File: config.mk
export PLATFORM = sky130hd
export DESIGN_NAME = store_fwd_buffer
export DESIGN_NICKNAME = d
export VERILOG_FILES = /design/src/rtl/store_fwd_buffer.sv
export SDC_FILE = /design/constraint.sdc
export NUM_CORES = 2
export LEC_CHECK = 0
export BUFFER_PORTS_ARGS = -buffer_cell sky130_fd_sc_hd__buf_2
export CAP_MARGIN = 20
export CORE_ASPECT_RATIO = 1.5
export CORE_MARGIN = 2
export CORE_UTILIZATION = 45
export DETAILED_ROUTE_END_ITERATION = 12
export PLACE_DENSITY = 0.68
export SLEW_MARGIN = 20
export SYNTH_ARGS = -nofsm -noshare
export SYNTH_HDL_FRONTEND = slang
export SYNTH_SLANG_ARGS = --single-unit
File: constraint.sdc
create_clock -name clk -period 10.2 [get_ports clk]
set_input_delay 2.55 -clock clk [delete_from_list [all_inputs] [get_ports clk]]
set_output_delay 2.55 -clock clk [all_outputs]
set_load 0.05 [all_outputs]
File: src/rtl/store_fwd_buffer.sv
module store_fwd_buffer #(
  parameter int DEPTH  = 8,
  parameter int ADDR_W = 32,
  parameter int DATA_W = 32
) (
  input  logic              clk,
  input  logic              rst_n,
  input  logic              cpu_valid,
  input  logic [1:0]        cpu_op,
  input  logic [ADDR_W-1:0] cpu_addr,
  input  logic [DATA_W-1:0] cpu_wdata,
  output logic              cpu_ready,
  output logic              cpu_rvalid,
  output logic [DATA_W-1:0] cpu_rdata,
  output logic              mem_req,
  input  logic              mem_gnt,
  output logic [ADDR_W-1:0] mem_addr,
  output logic [DATA_W-1:0] mem_wdata,
  output logic              mem_swap,
  output logic              mem_ld_valid,
  output logic [ADDR_W-1:0] mem_ld_addr,
  input  logic              mem_resp_valid,
  input  logic [DATA_W-1:0] mem_resp_data
);
  localparam int PW = $clog2(DEPTH);
  localparam logic [PW:0] FULL_CNT = (PW+1)'(DEPTH);

  typedef enum logic [1:0] {S_IDLE, S_FWD, S_LDW, S_SWW} st_t;

  logic [ADDR_W-1:0] q_addr [DEPTH];
  logic [DATA_W-1:0] q_data [DEPTH];
  logic [DEPTH-1:0]  q_swap;
  logic [PW-1:0]     rd_ptr, wr_ptr, idx;
  logic [PW:0]       count;
  st_t               st;
  logic [DATA_W-1:0] fwd_q;
  logic              hit;
  logic [DATA_W-1:0] hit_data;

  wire is_load = (cpu_op == 2'b00);
  wire is_swap = (cpu_op == 2'b10);
  wire full    = (count == FULL_CNT);
  wire acc     = cpu_valid && cpu_ready;
  wire push    = acc && !is_load;
  wire pop     = mem_req && mem_gnt;

  assign cpu_ready    = (st == S_IDLE) && (is_load || !full);
  assign mem_req      = (count != '0);
  assign mem_addr     = q_addr[rd_ptr];
  assign mem_wdata    = q_data[rd_ptr];
  assign mem_swap     = q_swap[rd_ptr];
  assign mem_ld_valid = acc && is_load && !hit;
  assign mem_ld_addr  = cpu_addr;
  assign cpu_rvalid   = (st == S_FWD) || (((st == S_LDW) || (st == S_SWW)) && mem_resp_valid);
  assign cpu_rdata    = (st == S_FWD) ? fwd_q : mem_resp_data;

  always_comb begin
    hit      = 1'b0;
    hit_data = '0;
    idx      = rd_ptr;
    for (int i = 0; i < DEPTH; i++) begin
      idx = rd_ptr + PW'(i);
      if (((PW+1)'(i) < count) && (q_addr[idx] == cpu_addr)) begin
        hit      = 1'b1;
        hit_data = q_data[idx];
      end
    end
  end

  always_ff @(posedge clk) begin
    if (push) begin
      q_addr[wr_ptr] <= cpu_addr;
      q_data[wr_ptr] <= cpu_wdata;
      q_swap[wr_ptr] <= is_swap;
    end
  end

  always_ff @(posedge clk) begin
    if (!rst_n) begin
      rd_ptr <= '0;
      wr_ptr <= '0;
      count  <= '0;
    end else begin
      if (push) wr_ptr <= wr_ptr + 1'b1;
      if (pop)  rd_ptr <= rd_ptr + 1'b1;
      count <= count + (PW+1)'(push) - (PW+1)'(pop);
    end
  end

  always_ff @(posedge clk) begin
    if (!rst_n) begin
      st    <= S_IDLE;
      fwd_q <= '0;
    end else begin
      case (st)
        S_IDLE: if (acc) begin
          if (is_load && hit) begin
            st    <= S_FWD;
            fwd_q <= hit_data;
          end else if (is_load) st <= S_LDW;
          else if (is_swap)     st <= S_SWW;
        end
        S_FWD:   st <= S_IDLE;
        default: if (mem_resp_valid) st <= S_IDLE;
      endcase
    end
  end
endmodule


# Word-level counts from Yosys, hierarchy flattened
# Memories as Yosys holds them, arrays and structs flattened. A register that Yosys moved wholly into a read port is not among the register bits.
# Index checks and enable logic that the tools add are counted.
[classes] n_reduce_logical=29 n_addsub=10 mux=34 n_lt_le_gt_ge=11 eq_ne=15
[op_table] operator="$mux W32" count=9
[op_table] operator="$eq A32 B32 Y1" count=8
[op_table] operator="$logic_and A1 B1 Y1" count=17
[op_table] operator="$lt A3 B4 Y1 const A" count=4
[op_table] operator="$add A3 B3 Y3 const B" count=4
[op_table] operator="$mux W1" count=12
[op_table] operator="$mux W3" count=4
[op_table] operator="$mux W2" count=5
[op_table] operator="$bwmux W8" count=1
[op_table] operator="$lt A1 B4 Y1 const A" count=2
[op_table] operator="$lt A2 B4 Y1 const A" count=2
[op_table] operator="$lt A3 B4 Y1 const B" count=2
[op_table] operator="$add A3 B1 Y3 const B" count=2
[op_table] operator="$add A3 B2 Y3 const B" count=2
[op_table] operator="$eq A2 B2 Y1 const B" count=3
[op_table] operator="$reduce_and A3 Y1" count=2
[op_table] operator="$add A4 B1 Y4" count=1
[op_table] operator="$eq A4 B4 Y1 const B" count=1
[op_table] operator="$logic_not A2 Y1" count=2
[op_table] operator="$ne A4 B3 Y1 const B" count=1
[op_table] operator="$pmux W2 S2" count=1
[op_table] operator="$reduce_bool A4 Y1" count=1
[op_table] operator="$sub A4 B1 Y4" count=1
[op_table] operator="$bmux W1 S3" count=1
[op_table] operator="other kinds (7)" count=11
[word_totals] ramBits=512 in_bits=103 register_bits=52 output_inout_bits=133 n_memories=2
[mem_list] name="q_addr" depth=8 word_bits=32 read_ports=8 rd_clocked_by_memory_dff=1 write_ports=1 line_no="30" text="logic [ADDR_W-1:0] q_addr [DEPTH];"
[mem_list] name="q_data" depth=8 word_bits=32 read_ports=8 rd_clocked_by_memory_dff=1 write_ports=1 line_no="31" text="logic [DATA_W-1:0] q_data [DEPTH];"

# Longest topological paths before layout
# An unclocked memory read counts as a cell.
[logic_depth] word_depth=15 mapped_depth=27 depth_no_buf=13

# Worst setup path before layout
# No wires, ideal clock.
[synth_path] path_type="input to register" start="input port cpu_op[1]" end="memory q_addr[0][0], enable pin" setup_slack_ns=0.508 arrival_time_ns=9.124 t_required_ns=9.632 setup_time_ns=0.568 path_buffers=0 path_stages=6 cell_sequence="nor2_1 > nor3_1 > a211oi_1 > nand2_1 > or3_1 > nor3_1"
[synth_via] elab_chain_len=7
[synth_lines] element="from (decl)" line_no="9" text="input logic [1:0] cpu_op,"
[synth_lines] element="$logic_not A2 Y1" line_no="40" text="wire is_load = (cpu_op == 2'b00);"
[synth_lines] element="$logic_or A1 B1 Y1" line_no="47" text="assign cpu_ready = (st == S_IDLE) && (is_load || !full);"
[synth_lines] element="$logic_and A1 B1 Y1" line_no="47"
[synth_lines] element="via cpu_ready" line_no="12" text="output logic cpu_ready,"
[synth_lines] element="$logic_and A1 B1 Y1" line_no="43" text="wire acc = cpu_valid && cpu_ready;"
[synth_lines] element="$logic_and A1 B1 Y1" line_no="44" text="wire push = acc && !is_load;"
[synth_lines] element="$mux W1" line_no="71" text="if (push) begin"
[synth_lines] element="$mux W1 (not written as such)" line_no="72" text="q_addr[wr_ptr] <= cpu_addr;"
[synth_lines] element="to (decl)" line_no="30"
# The timed path passes the listed nets, and every way through them passes these cells.

# Worst setup path in the final report
[layout_path] start="register rd_ptr[0]" end="output port mem_ld_valid"
[layout_via] elab_chain_len=13
[layout_lines] element="from (decl)" line_no="33" text="logic [PW-1:0] rd_ptr, wr_ptr, idx;"
[layout_lines] element="from (signal assigned)" line_no="85" text="if (pop) rd_ptr <= rd_ptr + 1'b1;"
[layout_lines] element="$add A3 B1 Y3" line_no="62" text="idx = rd_ptr + PW'(i);"
[layout_lines] element="$mem_v2 Z8 W32 *"
[layout_lines] element="$eq A32 B32 Y1" line_no="63" text="if (((PW+1)'(i) < count) && (q_addr[idx] == cpu_addr)) begin"
[layout_lines] element="$logic_and A1 B1 Y1" line_no="63"
[layout_lines] element="$mux W1 (6 in series)" line_no="63"
[layout_lines] element="$mux W1 *" line_no="63"
[layout_lines] element="$logic_not A1 Y1 *" line_no="52" text="assign mem_ld_valid = acc && is_load && !hit;"
[layout_lines] element="$logic_and A1 B1 Y1 *" line_no="52"
[layout_lines] element="to (decl)" line_no="20" text="output logic mem_ld_valid,"
# Every way passes the cells marked *; elsewhere a longest branch is shown, timed or not.

==> metrics.md <==
| Metric | Value |
|---|---|
| GRT Residual Overflow | 0 |
| Distinct cells, synth | 102 |
| Layout Nets | 3947 |
| Setup WS pre-CTS | 1270 ps |
| Slew @ Worst Pin | 1250 ps |
| Final Critical Period | 9460 ps |
| Ys flop type | edfxtp_1 |
| Worst-path fanout max | 132 |
| H-tree levels | 2 |
| Ports | 236 |
| Setup CP Type | register to primary output |
| Post-Syn Nets | 3940 |
| RSZ-0062 raised after global routing | false |
| Top cells by area, synth | edfxtp_1, mux4_2, mux2i_1 |
| Clk slew on worst S/H paths | 70 ps |
| Hold_buf cts | 0 |
| Worst Slack Setup Final | 742 ps |
| Largest net degree at the start of global routing | 133 |
| Status | complete, no violations |
| Clock buffer count from CTS | 60 |
| Final Instance Count excl. Fillers | 5307 |
| CP Capture Type | primary output |
| Total power | 13.7 mW |
| CTS Sinks | 567 |
| Final ANT Viol Nets | 0 |
| Vias per inst | 7.23 |
| Clk root buf | clkbuf_16 |
| Async set or reset register ratio after synthesis | 0 |
| YS warnings | 0 |
| FMAX | 106 MHz |
| Largest area contributor in the netlist | edfxtp_1 |
| Drt first-iter violations | 4963 |
| Seq cells post-synth | 567 |
| Rows | 147 |
| Syn Inst Count | 3826 |
| Synth top area share | 0.323 |
| Mapped Area | 48400 sq um |
| Metal-1 WL | 63100 um |
| Post-synthesis sequential area ratio | 0.342 |
| CP startpoint kind | register |
| Met3 Routed Length | 17500 um |
| Clk Latency, worst-skew pair | 690 ps |
| Routed wire length | 192000 um |
| Die width | 272 um |
| CTS Buffer Depth | 3 |
| Clk_skew | 41.7 ps |
| Inst Count DP | 5186 |
| Final hold slack | 500 ps |
| Final setup violation count | 0 |
| Post-synth EDFFs | 520 |
| Resized Gates After CTS | 0 |
| Final period util | 0.927 |
| Slew Viols, Final | 0 |
| Share of layout cells above drive strength 1 | 0.324 |
| DP HPWL | 132000 um |
| Die Area | 110000 sq um |
| Final Hold Fails | 0 |
| GP Congestion | 1.12 |
| Setup_tns | 0 ps |
| Number of port buffers | 235 |
| Worst hold path type | register to register |
| Vias post-DR | 38.4k |
| Top Metal Used | met5 |
| Synth Area per Inst | 12.6 sq um |
| Wire length per cell | 36.1 um |
| GRT Resource Usage Total | 0.341 |
| DRC violations left | 0 |
| Antenna violations before repair | 14 |
| Core area | 107000 sq um |
| Req. time, crit path | 7650 ps |
| Max cap viols | 0 |
| CTS tree | yes |
| Post-CTS setup buffer count | 0 |
| Vias in the first global route | 35.8k |
| First-pass GRT wire length | 268000 um |
| DRT Pass-1 Iters | 6 |
| Initial Util | 0.453 |
| Leakage | 16.8 nW |
| Routed wire length on met2 | 93800 um |
| Power Dens Cells | 263 nW/um^2 |
| Data arrival, critical path | 6910 ps |
| Worst rel slew slack | 0.157 |
| Die Y | 406 um |
| VDD IR-drop max | 207 uV |
| Syn-to-layout area delta | 7.77% |
-- critical path: stages, from the launching register on --
cell and delay [ps]:
dfxtp_4 810, buf_12 710, ha_1 460, xor2_4 170, buf_4 560, mux2_2 400, o21ai_0 300, nor4b_1 140
nand4_1 150, and4b_1 260, and3_2 260, or4_4 530, or4_1 650, nor2b_1 360, buf_2 360
-- cell usage after synthesis, types with 70 or more instances --
master	number
a21oi_1	114
buf_2	93
buf_4	82
clkbuf_1	115
edfxtp_1	520
mux2_2	105
mux2i_1	307
mux4_2	631
nand2_1	502
nand3_1	108
nor2_1	87
o21ai_0	70
xnor2_1	187
-- metal layers --
metal / vias up / GRT usage
li1: 15400 / -
met1: 19600 / 0.392
met2: 2745 / 0.576
met3: 598 / 0.0593
met4: 12 / 0.247
met5: - / 0
-- report_power, final --
part / leakage (nW) / total [mW] / internal [mW] / switching (mW)
sequential: 5.09 / 2.83 / 2.63 / 0.192
clock: 1.02 / 2.38 / 1.36 / 1.02
combinational: 10.7 / 8.51 / 3.38 / 5.13
-- cell type report --
cell class	count	area [sq um]
antenna	7	17.5
clock buffer	66	1540
clock inverter	48	576
fill	9276	54700
inverter	49	185
multi-input combinational	2823	29400
sequential	567	16600
tap	1415	1770
timing repair buffer	332	2030
-- placed cells by master, fill, tap and decap left out, types with 16 or more instances in the layout --
master | Yosys | routed
mux2i_1 | 307 | 307
clkbuf_16 | 0 | 60
buf_2 | 93 | 236
xor2_1 | 22 | 20
inv_1 | 37 | 36
a21oi_1 | 114 | 114
xnor2_1 | 187 | 184
nor2_1 | 87 | 81
dfxtp_1 | 47 | 41
o21ai_1 | 36 | 36
nand4_1 | 35 | 35
a221oi_1 | 65 | 65
a21oi_2 | 28 | 27
buf_4 | 82 | 86
mux4_2 | 631 | 631
mux2_2 | 105 | 105
a21o_1 | 33 | 33
o211ai_1 | 44 | 44
nand2_1 | 502 | 502
nor3_1 | 39 | 37
nor2b_1 | 20 | 18
nand3_1 | 108 | 107
nor4_1 | 16 | 16
o22ai_1 | 18 | 18
o211a_1 | 31 | 31
o21ai_0 | 70 | 70
and2_1 | 21 | 21
edfxtp_1 | 520 | 520
a22o_1 | 17 | 17
nand2b_1 | 55 | 54
-- logic make-up (layout without fill, tap and decap cells) --
kind of cell               count (synthesis)  in the layout  synth area share
muxes                                   1045           1045             0.383
xor gates and xnor gates                 210            210            0.0384
DFF                                      567            567             0.342
buffers and inverters                    436            495            0.0530
AOI/OAI and AO/OA                        602            602            0.0889
and+or+nand+nor                          955            955            0.0919
other                                      0              7                 0
adders and majority gates                 11             11           0.00300
-- path summary, 6_finish.rpt --
| path | from | endpoint | slack, ps | cells past startpoint |
|---|---|---|---|---|
| min | st[0] | st[0] | 500 | 2 |
| max | rd_ptr[0] | mem_ld_valid | 740 | 14 |
| max reg2reg | rd_ptr[0] | fwd_q[28] | 2850 | 15 |
| min reg2reg | st[0] | st[0] | 500 | 2 |
-- metrics by stage --
stage / util / cell area, sq um
after global placement: 0.468 / 50000
final: 0.488 / 52100
after global routing: 0.488 / 52100
after floorplan: - / 48400
after CTS: 0.488 / 52100
after detailed placement: 0.468 / 50000
-- sequential cells by signal, indices dropped and copies added (netlist names), named ones only --
| signal | flops |
|---|---|
| q_addr | 256 |
| q_data | 256 |
| fwd_q | 32 |
| q_swap | 8 |
| count | 4 |
| rd_ptr | 3 |
| wr_ptr | 3 |
| st | 2 |
Note: power is estimated with default switching activity, not from simulation.
